[src/rtl/uart_irq_pkg.sv]
package uart_irq_pkg;

    typedef enum logic [3:0] {
        ID_MODEM   = 4'b0000,
        ID_NONE    = 4'b0001,
        ID_TXE     = 4'b0010,
        ID_RXDATA  = 4'b0100,
        ID_LINE    = 4'b0110,
        ID_BUSY    = 4'b0111,
        ID_TIMEOUT = 4'b1100
    } irq_id_e;

    typedef enum logic [1:0] {
        TXS_IDLE  = 2'd0,
        TXS_ARMED = 2'd1,
        TXS_ACKED = 2'd2
    } txs_e;

    // Source index equals priority rank: lower index wins.
    localparam int SRC_BUSY  = 0;
    localparam int SRC_LINE  = 1;
    localparam int SRC_RXD   = 2;
    localparam int SRC_TMO   = 3;
    localparam int SRC_TXE   = 4;
    localparam int SRC_MODEM = 5;
    localparam int N_SRC     = 6;

    // Event-latched sources.
    localparam int STK_BUSY  = 0;
    localparam int STK_LINE  = 1;
    localparam int STK_TMO   = 2;
    localparam int STK_MODEM = 3;
    localparam int N_STICKY  = 4;

    function automatic irq_id_e src_code(input int idx);
        irq_id_e c;
        case (idx)
            SRC_BUSY:  c = ID_BUSY;
            SRC_LINE:  c = ID_LINE;
            SRC_RXD:   c = ID_RXDATA;
            SRC_TMO:   c = ID_TIMEOUT;
            SRC_TXE:   c = ID_TXE;
            SRC_MODEM: c = ID_MODEM;
            default:   c = ID_NONE;
        endcase
        return c;
    endfunction

endpackage

[src/rtl/uart_irq_sticky.sv]
module uart_irq_sticky (
    input  logic clk_i,
    input  logic rst_ni,
    input  logic set_i,
    input  logic clr_i,
    output logic pend_o
);

    logic pend_q;

    // A new event in the same cycle as a service access is kept.
    always_ff @(posedge clk_i) begin
        if (!rst_ni) begin
            pend_q <= 1'b0;
        end else if (set_i) begin
            pend_q <= 1'b1;
        end else if (clr_i) begin
            pend_q <= 1'b0;
        end
    end

    assign pend_o = pend_q;

    AST_SET_LATCHES: assert property (@(posedge clk_i) disable iff (!rst_ni)
        set_i |=> pend_o);

    AST_CLR_RELEASES: assert property (@(posedge clk_i) disable iff (!rst_ni)
        (clr_i && !set_i) |=> !pend_o);

endmodule

[src/rtl/uart_irq_thre_fsm.sv]
module uart_irq_thre_fsm
    import uart_irq_pkg::*;
(
    input  logic clk_i,
    input  logic rst_ni,
    input  logic cond_i,
    input  logic en_i,
    input  logic ack_i,
    output logic pend_o
);

    txs_e state_q, state_d;
    logic en_q;
    logic en_rise;

    assign en_rise = en_i && !en_q;

    always_ff @(posedge clk_i) begin
        if (!rst_ni) begin
            state_q <= TXS_IDLE;
            en_q    <= 1'b0;
        end else begin
            state_q <= state_d;
            en_q    <= en_i;
        end
    end

    always_comb begin
        state_d = state_q;
        unique case (state_q)
            TXS_IDLE: begin
                if (cond_i) state_d = TXS_ARMED;
            end
            TXS_ARMED: begin
                if (!cond_i)    state_d = TXS_IDLE;
                else if (ack_i) state_d = TXS_ACKED;
            end
            TXS_ACKED: begin
                if (!cond_i)      state_d = TXS_IDLE;
                else if (en_rise) state_d = TXS_ARMED;
            end
            default: state_d = TXS_IDLE;
        endcase
    end

    always_comb begin
        pend_o = (state_q == TXS_ARMED);
    end

    AST_ACK_DISARMS: assert property (@(posedge clk_i) disable iff (!rst_ni)
        (state_q == TXS_ARMED && ack_i) |=> (state_q != TXS_ARMED));

    AST_NO_COND_NO_PEND: assert property (@(posedge clk_i) disable iff (!rst_ni)
        !cond_i |=> !pend_o);

endmodule

[src/rtl/uart_irq_prio.sv]
module uart_irq_prio
    import uart_irq_pkg::*;
#(
    parameter int N = N_SRC
) (
    input  logic         clk_i,
    input  logic         rst_ni,
    input  logic [N-1:0] req_i,
    output logic [N-1:0] grant_o,
    output irq_id_e      id_o
);

    always_comb begin
        grant_o = '0;
        id_o    = ID_NONE;
        for (int i = N - 1; i >= 0; i--) begin
            if (req_i[i]) begin
                grant_o    = '0;
                grant_o[i] = 1'b1;
                id_o       = src_code(i);
            end
        end
    end

    AST_GRANT_ONEHOT: assert property (@(posedge clk_i) disable iff (!rst_ni)
        $onehot0(grant_o));

    AST_GRANT_REQUESTED: assert property (@(posedge clk_i) disable iff (!rst_ni)
        (grant_o & ~req_i) == '0);

endmodule

[src/rtl/uart_irq_ident.sv]
module uart_irq_ident
    import uart_irq_pkg::*;
(
    input  logic       clk_i,
    input  logic       rst_ni,
    input  logic       en_rxd_i,
    input  logic       en_txe_i,
    input  logic       en_line_i,
    input  logic       en_modem_i,
    input  logic       en_ptime_i,
    input  logic       fifo_en_i,
    input  logic       rx_trig_i,
    input  logic       rx_timeout_i,
    input  logic       rbr_rd_i,
    input  logic       line_err_i,
    input  logic       lsr_rd_i,
    input  logic       thr_empty_i,
    input  logic       tx_below_thr_i,
    input  logic       thr_wr_i,
    input  logic       iir_rd_i,
    input  logic       modem_delta_i,
    input  logic       msr_rd_i,
    input  logic       lcr_wr_i,
    input  logic       uart_busy_i,
    input  logic       usr_rd_i,
    output logic       irq_o,
    output logic [7:0] iir_o
);

    logic [N_STICKY-1:0] stk_set, stk_clr, stk_pend;
    logic [N_SRC-1:0]    req, grant;
    irq_id_e             id;
    logic                ptime_on, txe_cond, txe_ack, txe_pend;

    always_comb begin
        stk_set            = '0;
        stk_clr            = '0;
        stk_set[STK_BUSY]  = lcr_wr_i && uart_busy_i;
        stk_clr[STK_BUSY]  = usr_rd_i;
        stk_set[STK_LINE]  = line_err_i;
        stk_clr[STK_LINE]  = lsr_rd_i;
        stk_set[STK_TMO]   = rx_timeout_i;
        stk_clr[STK_TMO]   = rbr_rd_i;
        stk_set[STK_MODEM] = modem_delta_i;
        stk_clr[STK_MODEM] = msr_rd_i;
    end

    for (genvar g = 0; g < N_STICKY; g++) begin : g_src
        uart_irq_sticky u_stk (
            .clk_i  (clk_i),
            .rst_ni (rst_ni),
            .set_i  (stk_set[g]),
            .clr_i  (stk_clr[g]),
            .pend_o (stk_pend[g])
        );
    end

    assign ptime_on = en_ptime_i && fifo_en_i;
    assign txe_cond = ptime_on ? tx_below_thr_i : thr_empty_i;
    assign txe_ack  = thr_wr_i || (iir_rd_i && (id == ID_TXE));

    uart_irq_thre_fsm u_txe (
        .clk_i  (clk_i),
        .rst_ni (rst_ni),
        .cond_i (txe_cond),
        .en_i   (en_txe_i),
        .ack_i  (txe_ack),
        .pend_o (txe_pend)
    );

    always_comb begin
        req            = '0;
        req[SRC_BUSY]  = stk_pend[STK_BUSY];
        req[SRC_LINE]  = stk_pend[STK_LINE] && en_line_i;
        req[SRC_RXD]   = rx_trig_i && en_rxd_i;
        req[SRC_TMO]   = stk_pend[STK_TMO] && en_rxd_i;
        req[SRC_TXE]   = txe_pend && en_txe_i;
        req[SRC_MODEM] = stk_pend[STK_MODEM] && en_modem_i;
    end

    uart_irq_prio #(.N(N_SRC)) u_prio (
        .clk_i   (clk_i),
        .rst_ni  (rst_ni),
        .req_i   (req),
        .grant_o (grant),
        .id_o    (id)
    );

    assign iir_o = {fifo_en_i, fifo_en_i, 2'b00, id};
    assign irq_o = (id != ID_NONE);

    AST_BUSY_FIRST: assert property (@(posedge clk_i) disable iff (!rst_ni)
        stk_pend[STK_BUSY] |-> (iir_o[3:0] == ID_BUSY));

    AST_LINE_OVER_DATA: assert property (@(posedge clk_i) disable iff (!rst_ni)
        (stk_pend[STK_LINE] && en_line_i && !stk_pend[STK_BUSY]) |-> (iir_o[3:0] == ID_LINE));

    AST_QUIET_MEANS_NONE: assert property (@(posedge clk_i) disable iff (!rst_ni)
        !irq_o |-> (grant == '0));

    AST_IDLE_BUSY_WRITE: assert property (@(posedge clk_i) disable iff (!rst_ni)
        (lcr_wr_i && !uart_busy_i && !stk_pend[STK_BUSY]) |=> !stk_pend[STK_BUSY]);

endmodule

[config.mk]
export PLATFORM = sky130hd
export DESIGN_NAME = uart_irq_ident
export DESIGN_NICKNAME = d
export VERILOG_FILES = /design/src/rtl/uart_irq_pkg.sv /design/src/rtl/uart_irq_sticky.sv /design/src/rtl/uart_irq_thre_fsm.sv /design/src/rtl/uart_irq_prio.sv /design/src/rtl/uart_irq_ident.sv
export SDC_FILE = /design/constraint.sdc
export NUM_CORES = 1
export LEC_CHECK = 0
export BUFFER_PORTS_ARGS = -buffer_cell sky130_fd_sc_hd__buf_4
export CAP_MARGIN = 40
export CORE_MARGIN = 2
export CORE_UTILIZATION = 28
export CTS_CLUSTER_DIAMETER = 150
export DETAILED_ROUTE_END_ITERATION = 12
export PLACE_DENSITY_LB_ADDON = 0.05
export RECOVER_POWER = 100
export SYNTH_ARGS = -nofsm -noshare
export SYNTH_HDL_FRONTEND = slang
export SYNTH_SLANG_ARGS = --single-unit
[constraint.sdc]
create_clock -name clk_i -period 1.3 [get_ports clk_i]
set_clock_uncertainty 0.15 [all_clocks]
set_input_delay 0 -clock clk_i [delete_from_list [all_inputs] [get_ports clk_i]]
set_output_delay 0 -clock clk_i [all_outputs]
set_load 0.02 [all_outputs]
==> results.md <==
STA:
- The final setup violation count is 1.
- Setup repair after global routing could not meet its margin everywhere.
- The final total negative setup slack is -0.00965 ns.
- The number of endpoints with negative hold slack in the final report is 0.
- Derived from the worst setup path, the maximum achievable clock frequency is about 0.76 GHz.
- The shortest period the worst path allows is ~1.3 ns.
- The worst setup margin is -0.00965 ns.
- The final period utilization is 101%.
- The count of pins over their slew limit was 0.

Synthesis:
- The share of the synthesized area in compound gates (AO/OA/AOI/OAI) is approximately 28%.
- After synthesis, the share of flip-flops with an asynchronous set or reset is 0%.
- After synthesis, the most frequently instantiated cells are sky130_fd_sc_hd__dfxtp_1, sky130_fd_sc_hd__buf_4, sky130_fd_sc_hd__nand2_1, sky130_fd_sc_hd__nor2b_1, sky130_fd_sc_hd__o21a_1.
- In the post-synthesis netlist, the biggest area contributors are sky130_fd_sc_hd__dfxtp_1, sky130_fd_sc_hd__buf_4, sky130_fd_sc_hd__nor2b_1, sky130_fd_sc_hd__o21a_1, sky130_fd_sc_hd__a21boi_0.
- After synthesis, the largest family of logic cells by area is simple AND/OR/NAND/NOR gates.
- After Yosys synthesis, and, or, nand and nor cells account for a little under 30% of the synthesized area.
- After synthesis the netlist holds a flip-flop and latch count of 7.
- Of the total synthesized cell area, the portion taken by full adders, half adders and majority gates is 0%.
- The share of the Yosys chip area taken by registers is 34.6%.
- The most used flip-flop cell after synthesis is sky130_fd_sc_hd__dfxtp_1.
- The cell count after synthesis came out at 44.
- The XOR/XNOR share of the synthesized area is 0%.
- The share of cell area taken by muxes after synthesis is 0%.
- After synthesis the cells add up to 405 um2.
- The most common cell in the synthesized netlist is sky130_fd_sc_hd__dfxtp_1.
- The biggest area contributor in the post-synthesis netlist is sky130_fd_sc_hd__dfxtp_1.
- The count of yosys warnings during synthesis is 0.
- The distinct cell type count of the synthesized netlist is 25.
- The share of Yosys cell area claimed by the top area cell type is roughly 35%.
- The post-synthesis area per instance is 9.21 um2.
- In this run, synthesis inferred 0 flip-flops with an integrated enable.

Setup path:
- For the worst setup path, the data required time is approximately 1.2 ns.
- The biggest fanout along the worst timing path is 2.
- In this run the critical register-to-register path is captured at u_txe.state_q[0]$_SDFFE_PN0P_.
- By startpoint and endpoint, the worst setup path is classified as register to output pin.
- For flop-to-flop paths, the worst setup slack is around 0.07 ns.
- Data arrives at the worst endpoint at about 1.2 ns.
- The worst setup path is captured at an output pin.
- STA classifies the critical path startpoint as a register.
- The critical path starts at u_txe.state_q[0]$_SDFFE_PN0P_.
- The path depth of the worst reg2reg path is 4.
- Following the worst setup path forward leads to its endpoint at iir_o[0].
- The startpoint identified for the worst register-to-register timing path is g_src[1].u_stk.pend_o$_SDFFE_PN0P_.

Final layout:
- Cells with a size suffix above 1 make up between 50% and 60% of the layout.
- The final instance area is 865 um2.
- The area overhead of the layout relative to synthesis is 113%.
- The number of antenna diodes in the final layout is 0.
- The post-layout net count is about 120.
- The number of filler instances in the final layout is roughly 120.

Global route:
- The maximum number of pins on one net before global-route repair is 7.
- The total overflow left after global routing is 0.
- The initial antenna violation count was 0.
- The global-route wire length before repair is roughly 1.8 mm.
- The via count of the first global-routing pass is 471.
- Global routing used 13.5% of the available tracks.

Status:
- The final reports fail on setup timing.
- The run finished, with violations left.

Route:
- The average wire per cell in the routed design is between 10 and 15 um.
- The detailed-routing iteration count for the pre-antenna-repair pass is 4.
- After detailed routing, the number of remaining DRC violations is 0.
- The remaining number of nets flagged by the antenna check after routing is 0.
- After detailed routing, the number of vias per cell comes to around 4.5.
- After detailed routing, the total wire length is about 1.2 mm.
- After the first detailed-routing iteration, the DRC count stood at 4.
- The via count of the routed design is slightly below 500.

Place:
- In this run the tool buffered the top-level ports with 28 buffer cells.
- The HPWL after detailed placement is slightly above 700 um.
- Prior to clock tree synthesis, the placed netlist has a worst setup slack of 0.0892 ns.
- Summing all placed instances gives a cell area of approximately 620 um2.
- The congestion estimate from routability-driven global placement came to 0.653.

Clock tree:
- CTS built an H-tree with a depth of 1.
- The clock drives 7 sinks.
- After clock tree synthesis, the clock-pin slew on the worst setup and hold paths is roughly 0.050 ns.
- No sink is reached through more buffers than the 2 on the longest clock path.
- The cell sitting at the root of the clock tree is a sky130_fd_sc_hd__clkbuf_4.
- Buffers inserted during clock tree synthesis total 3.
- TritonCTS built the clock tree.
- The clock insertion delay at the later pin of the skew report is 0.24 ns.

Floorplan:
- The width of the chip is 42.1 um.
- The starting density of the core is between 30 and 40%.
- The number of top-level pins is 31.
- The height of the chip is ~42 um.
- The row count is 13.
- The area of the die is ~0.0018 mm2.
- The total area inside the core boundary comes to around 0.0013 mm2.

Pwr:
- The switching component of the power is 0.181 mW.
- Total power for the finished layout comes to ~0.68 mW.
- The worst-case IR drop observed on VDD is just under 500 uV.
- The internal power of the cells is 0.497 mW.
- The leakage power total is between 0.3 and 0.4 nW.
- Combinational cells account for between 30% and 40% of the total power.
- The power per unit of standard cell area is about 780 mW/mm2.
- The share of total power dissipated in the clock network is 28.2%.
- In this run, flip-flops and latches consume between 30% and 40% of the power.
- The switching power share of the total is between 20% and 30%.

Hold path:
- The path class of the tightest hold or removal check is input pin to register.

Flow run:
- Max-cap violations in this run came to 0.
[registers in the layout, indices dropped and copies added, names as in the netlist]
| signal | count |
|---|---|
| u_txe.state_q | 2 |
| u_txe.en_q | 1 |
| g_src.u_stk.pend_o | 4 |
[final cells by class]
class | instances | area [um2] | share of cell area, %
multi-input combinational | 34 | 274 | 31.7
sequential | 7 | 148 | 17.1
tap | 15 | 18.8 | 2.17
clock buffer | 4 | 26.3 | 3.04
timing repair buffer | 47 | 398 | 46.0
[placed cells by master (no fill, tap or decap), drive strengths merged]
cell type / synthesis / layout
a21boi: 2 / 2
a31o: 1 / 1
a311oi: 1 / 1
o21ai: 2 / 2
and3: 1 / 1
clkbuf: 0 / 6
or2b: 1 / 1
nand2b: 2 / 2
a211oi: 1 / 1
dlygate4sd3: 0 / 12
and4b: 1 / 1
dfxtp: 7 / 7
o21ba: 1 / 1
o21a: 3 / 3
and2: 2 / 2
nor2b: 4 / 4
nand3b: 1 / 1
a22oi: 1 / 1
nand3: 2 / 2
nand2: 4 / 4
conb: 1 / 2
buf: 4 / 33
a21oi: 2 / 2
[through the flow]
step                hold slack, ns  util, %  cells
finish                      0.0776     64.8    107
global route                 0.126     64.8    107
CTS                         0.0746     60.9    103
detailed placement          0.0609     46.2     85
global placement            0.0591     46.2     85
floorplan                  -0.0374        -     45
[logic make-up (layout without fill, tap and decap cells)]
kind of cell,after synthesis,in the layout
buffers and inverters,4,51
flip-flops,7,7
other,1,2
AND/OR/NAND/NOR,18,18
AO/OA/AOI/OAI,14,14
[power groups by stage]
stage                     registers [mW]  logic (mW)  clock network, mW
after CTS                          0.240       0.222              0.199
after global placement             0.242       0.174                  0
after global routing               0.241       0.266              0.215
after floorplan                    0.240      0.0913                  0
final                              0.240       0.246              0.191
after detailed placement           0.242       0.174                  0
[metal layers]
layer / routed length [um] / share of wire [%] / GRT usage [%] / vias up
li1: - / - / - / 246
met1: 460 / 40 / 14.9 / 212
met2: 605 / 52 / 24.4 / 26
met3: 89 / 7.7 / 4.74 / 0
met4: 0 / 0 / 3.75 / 0
met5: 0 / 0 / 0 / -
[how the worst min path moves through the flow]
stage / depth (start not counted) / startpoint / end / slack, ns
floorplan: 1 / fifo_en_i / iir_o[6] / -0.04
global placement: 2 / line_err_i / g_src[1].u_stk.pend_o$_SDFFE_PN0P_ / 0.06
detailed placement: 2 / modem_delta_i / g_src[3].u_stk.pend_o$_SDFFE_PN0P_ / 0.06
CTS: 2 / fifo_en_i / iir_o[6] / 0.07
global route: 4 / en_ptime_i / u_txe.state_q[1]$_SDFFE_PN0P_ / 0.13
finish: 4 / en_ptime_i / u_txe.state_q[1]$_SDFFE_PN0P_ / 0.08
[repair_timing]
| item | in CTS | in global routing |
|---|---|---|
| resized for setup | 9 | 9 |
| endpoints found under the hold margin | 7 | 0 |
| pin swaps | 1 | 6 |
| buffers inserted | 2 | 4 |
| hold buffers | 12 | 0 |
| setup endpoints to repair | 5 | 4 |
[worst max-delay path, stage by stage (launching register included)]
cell,delay [ns]
sky130_fd_sc_hd__dfxtp_2,0.33
sky130_fd_sc_hd__nor2b_4,0.16
sky130_fd_sc_hd__a22oi_2,0.07
sky130_fd_sc_hd__a31o_1,0.23
sky130_fd_sc_hd__buf_6,0.13
Note: power is estimated with default switching activity, not from simulation.
